### src/rtl/wdog_pkg.sv
package wdog_pkg;
  localparam logic [11:0] RELOAD_KEY = 12'hA57;

  // Expiry limit in half-second ticks for a 4-bit interval code.
  function automatic logic [5:0] ticks_for_code(input logic [3:0] code);
    logic [5:0] t;
    case (code)
      4'h0: t = 6'd1;
      4'h1: t = 6'd2;
      4'h2: t = 6'd4;
      4'h3: t = 6'd6;
      4'h4: t = 6'd8;
      4'h5: t = 6'd10;
      4'h6: t = 6'd12;
      4'h7: t = 6'd16;
      4'h8: t = 6'd20;
      4'h9: t = 6'd24;
      4'hA: t = 6'd28;
      default: t = 6'd32;
    endcase
    return t;
  endfunction
endpackage

### src/rtl/wdog_regs.sv
module wdog_regs
  import wdog_pkg::*;
#(
  parameter int ADDR_W     = 8,
  parameter int DATA_W     = 32,
  parameter bit ALT_LAYOUT = 1'b0
) (
  input  logic              clk,
  input  logic              rst,
  input  logic [ADDR_W-1:0] addr,
  input  logic [DATA_W-1:0] wdata,
  input  logic              wr,
  input  logic              rd,
  output logic [DATA_W-1:0] rdata,
  output logic              en,
  output logic [3:0]        code,
  output logic              rst_sel,
  output logic              kick,
  output logic              restart
);
  localparam logic [ADDR_W-1:0] A_CTRL = ALT_LAYOUT ? ADDR_W'('h00) : ADDR_W'('h10);
  localparam logic [ADDR_W-1:0] A_CFG  = ALT_LAYOUT ? ADDR_W'('h04) : ADDR_W'('h14);
  localparam logic [ADDR_W-1:0] A_MODE = ALT_LAYOUT ? ADDR_W'('h04) : ADDR_W'('h18);
  localparam int CODE_LSB = ALT_LAYOUT ? 3 : 4;

  logic              en_q;
  logic [3:0]        code_q;
  logic [DATA_W-1:0] rd_val;
  logic              hit_ctrl, hit_cfg, hit_mode;
  logic [3:0]        new_code;
  logic              new_en;
  logic              unused_wdata;

  assign unused_wdata = ^wdata;
  assign hit_ctrl = wr && (addr == A_CTRL);
  assign hit_cfg  = wr && (addr == A_CFG);
  assign hit_mode = wr && (addr == A_MODE);
  assign new_code = wdata[CODE_LSB +: 4];
  assign new_en   = wdata[0];

  assign kick    = hit_ctrl && wdata[0] && (wdata[12:1] == RELOAD_KEY);
  assign restart = kick || (hit_mode && ((new_code != code_q) || (new_en && !en_q)));

  always_ff @(posedge clk) begin
    if (rst) begin
      en_q   <= 1'b0;
      code_q <= 4'h0;
    end else if (hit_mode) begin
      en_q   <= new_en;
      code_q <= new_code;
    end
  end

  generate
    if (ALT_LAYOUT) begin : g_packed
      logic sel_q;
      always_ff @(posedge clk) begin
        if (rst)          sel_q <= 1'b0;
        else if (hit_cfg) sel_q <= wdata[1];
      end
      assign rst_sel = sel_q;
      always_comb begin
        rd_val = '0;
        if (addr == A_MODE) begin
          rd_val[0]             = en_q;
          rd_val[1]             = sel_q;
          rd_val[CODE_LSB +: 4] = code_q;
        end
      end
    end else begin : g_split
      logic [1:0] act_q;
      always_ff @(posedge clk) begin
        if (rst)          act_q <= 2'b00;
        else if (hit_cfg) act_q <= wdata[1:0];
      end
      assign rst_sel = (act_q == 2'b01);
      always_comb begin
        rd_val = '0;
        if (addr == A_CFG) rd_val[1:0] = act_q;
        if (addr == A_MODE) begin
          rd_val[0]             = en_q;
          rd_val[CODE_LSB +: 4] = code_q;
        end
      end
    end
  endgenerate

  always_ff @(posedge clk) begin
    if (rst)     rdata <= '0;
    else if (rd) rdata <= rd_val;
  end

  assign en   = en_q;
  assign code = code_q;
endmodule

### src/rtl/wdog_prescale.sv
module wdog_prescale #(
  parameter int TICK_CYCLES = 12_000_000
) (
  input  logic clk,
  input  logic rst,
  input  logic clear,
  input  logic run,
  output logic tick
);
  localparam int PW = (TICK_CYCLES > 1) ? $clog2(TICK_CYCLES) : 1;
  localparam logic [PW-1:0] LAST = PW'(TICK_CYCLES - 1);

  logic [PW-1:0] cnt;

  assign tick = run && !clear && (cnt == LAST);

  always_ff @(posedge clk) begin
    if (rst || clear || !run) cnt <= '0;
    else if (cnt == LAST)     cnt <= '0;
    else                      cnt <= cnt + 1'b1;
  end
endmodule

### src/rtl/wdog_expiry.sv
module wdog_expiry
  import wdog_pkg::*;
#(
  parameter int RST_PULSE = 16
) (
  input  logic       clk,
  input  logic       rst,
  input  logic       clear,
  input  logic       run,
  input  logic       tick,
  input  logic [3:0] code,
  input  logic       rst_sel,
  input  logic       kick,
  output logic       rst_out,
  output logic       irq
);
  localparam int RW = $clog2(RST_PULSE + 1);

  logic [4:0]    cnt;
  logic [5:0]    lim;
  logic          expire;
  logic [RW-1:0] rst_left;

  assign lim    = ticks_for_code(code);
  assign expire = run && !clear && tick && ({1'b0, cnt} == lim - 6'd1);

  always_ff @(posedge clk) begin
    if (rst || clear || !run) cnt <= '0;
    else if (expire)          cnt <= '0;
    else if (tick)            cnt <= cnt + 1'b1;
  end

  always_ff @(posedge clk) begin
    if (rst)                         rst_left <= '0;
    else if (expire && rst_sel)      rst_left <= RW'(RST_PULSE);
    else if (rst_left != '0)         rst_left <= rst_left - 1'b1;
  end

  always_ff @(posedge clk) begin
    if (rst)                     irq <= 1'b0;
    else if (kick)               irq <= 1'b0;
    else if (expire && !rst_sel) irq <= 1'b1;
  end

  assign rst_out = (rst_left != '0);

  assert_restart_zero_R1: assert property (@(posedge clk) disable iff (rst)
    clear |=> (cnt == 5'd0));
  assert_cnt_in_range_R3: assert property (@(posedge clk) disable iff (rst)
    ({1'b0, cnt} < lim));
  assert_idle_when_off_R4: assert property (@(posedge clk) disable iff (rst)
    !run |=> (cnt == 5'd0));
  assert_rst_follows_expiry_R5: assert property (@(posedge clk) disable iff (rst)
    $rose(rst_out) |-> $past(expire && rst_sel));
  assert_irq_sticky_R6: assert property (@(posedge clk) disable iff (rst)
    (irq && !kick) |=> irq);
  assert_irq_clear_R6: assert property (@(posedge clk) disable iff (rst)
    kick |=> !irq);
endmodule

### src/rtl/wdog_keyed.sv
module wdog_keyed #(
  parameter int ADDR_W      = 8,
  parameter int DATA_W      = 32,
  parameter bit ALT_LAYOUT  = 1'b0,
  parameter int TICK_CYCLES = 12_000_000,
  parameter int RST_PULSE   = 16
) (
  input  logic              clk,
  input  logic              rst,
  input  logic [ADDR_W-1:0] bus_addr,
  input  logic [DATA_W-1:0] bus_wdata,
  input  logic              bus_wr,
  input  logic              bus_rd,
  output logic [DATA_W-1:0] bus_rdata,
  output logic              sys_rst_out,
  output logic              irq_pend
);
  logic       en, rst_sel, kick, restart, tick;
  logic [3:0] code;

  wdog_regs #(.ADDR_W(ADDR_W), .DATA_W(DATA_W), .ALT_LAYOUT(ALT_LAYOUT)) u_regs (
    .clk(clk), .rst(rst), .addr(bus_addr), .wdata(bus_wdata), .wr(bus_wr), .rd(bus_rd),
    .rdata(bus_rdata), .en(en), .code(code), .rst_sel(rst_sel), .kick(kick),
    .restart(restart)
  );

  wdog_prescale #(.TICK_CYCLES(TICK_CYCLES)) u_pre (
    .clk(clk), .rst(rst), .clear(restart), .run(en), .tick(tick)
  );

  wdog_expiry #(.RST_PULSE(RST_PULSE)) u_exp (
    .clk(clk), .rst(rst), .clear(restart), .run(en), .tick(tick), .code(code),
    .rst_sel(rst_sel), .kick(kick), .rst_out(sys_rst_out), .irq(irq_pend)
  );
endmodule

### config.mk
export PLATFORM = sky130hd
export DESIGN_NAME = wdog_keyed
export DESIGN_NICKNAME = d
export VERILOG_FILES = /design/src/rtl/wdog_pkg.sv /design/src/rtl/wdog_regs.sv /design/src/rtl/wdog_prescale.sv /design/src/rtl/wdog_expiry.sv /design/src/rtl/wdog_keyed.sv
export SDC_FILE = /design/constraint.sdc
export NUM_CORES = 1
export LEC_CHECK = 0
export CORE_MARGIN = 8
export CORE_UTILIZATION = 50
export CTS_CLUSTER_DIAMETER = 60
export DETAILED_ROUTE_END_ITERATION = 6
export DONT_BUFFER_PORTS = 1
export HOLD_SLACK_MARGIN = 0.15
export PLACE_DENSITY = 0.71
export SKIP_LAST_GASP = 1
export SYNTH_ARGS = -nofsm -noshare
export SYNTH_HDL_FRONTEND = slang
export SYNTH_SLANG_ARGS = --single-unit
export TNS_END_PERCENT = 50
### constraint.sdc
create_clock -name clk -period 3.6 [get_ports clk]
set_input_delay 1.08 -clock clk [delete_from_list [all_inputs] [get_ports clk]]
set_output_delay 1.08 -clock clk [all_outputs]
set_load 0.005 [all_outputs]
Word level (Yosys, flattened, before mapping):

Memories as Yosys holds them, arrays and structs flattened. A register that Yosys moved wholly into a read port is not among the register bits.
Index checks and enable logic that the tools add are counted.

* bits in registers: 48
* ROM bits: 96
* input bits: 44
* output and inout port bits: 34
* word-level logic and storage cells: 55
* memories: 1

Memory list
* (no name shown): depth 16, width 6, rd ports 1, clocked after Yosys merged registers in 1, wr ports 0, line wdog_pkg.sv:7 `case (code)`

* $add $sub $neg: 4
* equal/unequal tests: 8
* multiplexer cells: 7
* reductions and logical operators: 26

Operator list (number)
* adder 24 x 1 -> 24 bit, second input constant: 1
* equality test 24 bit, second input constant: 1
* equality test 8 x 5 -> 1 bit, second input constant: 3
* logical AND 1 bit: 13
* equality test 12 bit, second input constant: 1
* 2-to-1 mux 4 bit: 3
* 2-to-1 mux 5 bit: 2
* OR reduction 2 bit: 4
* equality test 5 x 6 -> 1 bit: 1
* subtractor 6 x 1 -> 6 bit, second input constant: 1
* adder 5 x 1 -> 5 bit, second input constant: 1
* nonzero test 5 bit: 1
* subtractor 5 x 1 -> 5 bit, second input constant: 1
* logical OR 1 bit: 4
* inequality test 4 bit: 1
* zero test 1 bit: 3
* equality test 2 x 1 -> 1 bit, second input constant: 1
* 2-to-1 mux 2 bit: 1
* nonzero test 2 bit: 1
* 2-to-1 mux 1 bit: 1

Depth between registers and ports, before layout:

* depth in word-level cells: 12
* depth in mapped cells: 8
* gate-level depth less buffers: 8

Hierarchy:

From an unflattened synthesis, not the netlist that was laid out.

* cells, all modules: 339
* area, all modules: 3004.1 µm²

By module, submodules not included
* wdog_prescale: instances 1, cells each 134, area each 1217.4 µm², seq. area each 480.5 µm²
* wdog_expiry: instances 1, cells each 105, area each 932.1 µm², seq. area each 220.2 µm²
* wdog_regs: instances 1, cells each 100, area each 854.6 µm², seq. area each 260.2 µm²

Worst setup path before layout:

Ideal clock, no wire load.

* kind: input -> register
* start: input bus_addr[7]
* end: register, netlist name u_exp.lim[2]
* setup time: 131 ps
* arrival time: 2603 ps
* required time: 3469 ps
* slack: 866 ps
* stages: 8
* path buffers: 0
* cell sequence: nor3b_1 -> nand3_2 -> mux2i_1 -> nor2_1 -> inv_1 -> ha_1 -> a21oi_1 -> o22ai_1

* longest elaborated chain between the ends: 4

RTL lines
* start, declared: line wdog_keyed.sv:10 `input logic [ADDR_W-1:0] bus_addr,`
* equality test 8 x 5 -> 1 bit: line wdog_regs.sv:37 `assign hit_mode = wr && (addr == A_MODE);`
* logical AND 1 bit: line wdog_regs.sv:37
* 2-to-1 mux 4 bit (no line) (2 in series)

Every way passes these cells.
A chain may end at the register's enable or synchronous reset.

Worst setup path in the final report:

* start: input bus_addr[7]
* end: register, netlist name u_exp.lim[2]

* longest elaborated chain between the ends: 4

RTL lines (line)
* equality test 8 x 5 -> 1 bit: wdog_regs.sv:37
* logical AND 1 bit: wdog_regs.sv:37
* 2-to-1 mux 4 bit (no line) (2 in series)

Every way passes these cells.

==> metrics.md <==
| Metric | Value |
|---|---|
| Num rows | 28 |
| Post-CTS Setup Inserts | 0 |
| Worst rel slew slack | 0.5625 |
| GRT Total Usage | 0.1236 |
| Layout Skew | 6.950 ps |
| Yosys reg bits | 54 |
| Worst Path Arrival | 2860 ps |
| Residual DRC | 0 |
| Placer Congestion | 0.7618 |
| RSZ-0062 raised after global routing | false |
| CP Max Fanout | 7 |
| Die Span X | 92.47 um |
| Ys flop type | dfxtp_1 |
| Fin crit period | roughly 2700 ps |
| Critical Path Sink Type | flip-flop |
| Grt total ovfl | 0 |
| Post-layout util | 0.5281 |
| Layout Nets | between 300 and 400 |
| Distinct cell type count after synthesis | between 50 and 60 |
| Hold Buf Count CTS | 0 |
| Pwr/cell area | 431.4 nW/um^2 |
| Count leader, synth | dfxtp_1 |
| Syn_area_per_cell | 8.807 um^2 |
| CTS root buf | clkbuf_8 |
| Final setup vio count | 0 |
| Largest cells by area after synthesis | dfxtp_1, buf_4, nor2_1, xnor2_1, xor2_1 |
| Syn-to-layout area delta | 4.407% |
| Post-route ant nets | 0 |
| TNS Setup | 0 ps |
| Syn Std Cell Area | about 2900 um^2 |
| Crit path kind | input port to flip-flop |
| Drt wl/cell | 12.71 um |
| Routed via count | 2085 |
| Vias in the first global route | 2087 |
| H-tree levels | 2 |
| Synth area leader | dfxtp_1 |
| Resized cells post-CTS | 0 |
| Post-Synthesis Cells | between 300 and 400 |
| First-pass DRT Iterations | 4 |
| Synth top area share | 0.3697 |
| Highest Clock Rate | approximately 0.37 GHz |
| Outcome | finished clean |
| # diodes | 0 |
| Layout cells sized above 1 | 0.08631 |
| VDD IR max | 0.0003127 V |
| Final Max Tran Viols | 0 |
| Leak | ~1.1 nW |
| Cts bufs inserted | 5 |
| Wire length of the first global-routing pass | 8928 um |
| Worst skew pair latency | 310 ps |
| Clock-pin slew on the worst setup and hold paths | 90 ps |
| Port Buf Inserts | 0 |
| Dpl hpwl | 4057 um |
| Worst-Margin Slew | 650.3 ps |
| Post-synth ARST share | 0 |
| Core area | 5781 um^2 |
| Max-cap viol count | 0 |
| Clock Tree Buf Depth | 2 |
| Post-synth EDFFs | 0 |
| Die area | 8551 um^2 |
| Synth top cells by count | dfxtp_1, nor2_1, buf_4 |
| I/O Pins | 78 |
| Worst endpoint required time | roughly 3800 ps |
| Startpoint types | input port |
| Vias per Instance | around 5.1 |
| Final hold violation count | 0 |
| Sequential share of the synthesized area | 0.3697 |
| YS warnings | 0 |
| Die Height | 92.47 um |
| Pin count of the biggest net entering global routing | 27 |
| Tightest Hold Check Type | flip-flop to flip-flop |
| Initial antenna violation count | 0 |
| # clock sinks | 54 |
| 1st-iter DRT viols | 54 |
| Initial Util | 0.5058 |
| Tcrit/Tclk final | 0.7448 |
| CTS tree | done |
| Final WL | roughly 5200 um |
routing by layer:
layer	GRT usage	vias to the layer above	share of wire
met5	0	-	0
met4	0.05235	0	0.012
met3	0.04207	5	0.082
met2	0.1990	59	0.44
met1	0.1469	937	0.47
li1	-	1084	-
layout make-up:
cell class              instances  area [um^2]
clock buffers                   6        82.58
fillers                       548         2728
well taps                      75        93.84
clock inverters                 2        60.06
repair buffers                  2        15.01
flip-flops and latches         54         1081
multi-input cells             261         1679
inverters                      11        41.29
path summary, 6_finish.rpt:
path                      from                 to  slack, ps  cells after the start
setup / recovery   bus_addr[7]       u_exp.lim[2]        920                      8
hold / removal    u_pre.cnt[0]       u_pre.cnt[0]        470                      1
setup reg to reg  u_pre.cnt[0]  u_exp.rst_left[2]       1360                      7
hold reg to reg   u_pre.cnt[0]       u_pre.cnt[0]        470                      1
cells by family (layout without fill, tap and decap cells):
logic type	after synthesis	after routing	synth area share
AND/OR/NAND/NOR	154	154	0.3055
flip-flops	54	54	0.3697
buffers and inverters	42	21	0.08815
XOR/XNOR	37	37	0.1108
AO/OA/AOI/OAI	26	26	0.05606
multiplexers	10	10	0.03423
adder cells (fa/ha/maj)	8	8	0.03423
other	1	26	0.001282
stage by stage:
stage	cell area (um^2)	hold WS, ps	setup WS (ps)	total power [mW]	std cells
floorplan	3018	429.7	866.3	0.8237	357
global placement	2910	449.4	604.0	0.8345	403
detailed placement	2910	454.1	616.2	0.8425	403
CTS	3053	477.1	918.2	1.332	411
global route	3053	514.6	698.5	1.376	411
finish	3053	473.2	918.7	1.317	411
worst max-delay path, cell delays in order:
cell and delay [ps]:
nor3b_1 450, nand3_2 310, mux2i_1 210, nor2_1 300, inv_1 80, ha_1 200, a21oi_1 120, o22ai_1 90
registers in the layout, indices dropped and copies added, names as in the netlist:
signal / count
u_pre.cnt: 24
u_regs.code: 4
u_exp.cnt: 5
u_regs.en: 1
u_regs.rdata: 6
u_regs.g_split.act_q: 2
u_exp.lim: 6
u_exp.irq: 1
u_exp.rst_left: 5
where the power goes:
group          internal (mW)  total [mW]  leakage, nW  switching, mW
Combinational         0.0888       0.184        0.603         0.0954
Clock                  0.296       0.487       0.0714          0.191
Sequential             0.624       0.646        0.436         0.0216
Total                   1.01        1.32         1.11          0.308
cell usage in the layout (no fill, tap or decap), types with 2 or more instances in the layout:
| master | n |
|---|---|
| a21oi_1 | 13 |
| a31oi_1 | 2 |
| and2_1 | 3 |
| and3_1 | 4 |
| and3_2 | 2 |
| buf_4 | 2 |
| bufinv_16 | 2 |
| clkbuf_8 | 6 |
| conb_1 | 26 |
| dfxtp_1 | 54 |
| ha_1 | 8 |
| inv_1 | 11 |
| mux2i_1 | 10 |
| nand2_1 | 13 |
| nand2b_1 | 5 |
| nand3_1 | 14 |
| nand4_1 | 6 |
| nor2_1 | 51 |
| nor2b_1 | 11 |
| nor3_1 | 13 |
| nor3_4 | 2 |
| nor3b_1 | 2 |
| nor4_1 | 6 |
| nor4b_4 | 2 |
| nor4bb_1 | 2 |
| o21ai_0 | 3 |
| o22ai_1 | 2 |
| or3_1 | 2 |
| or4_4 | 2 |
| xnor2_1 | 20 |
| xor2_1 | 17 |
No activity file was read; power rests on OpenSTA's default activity.
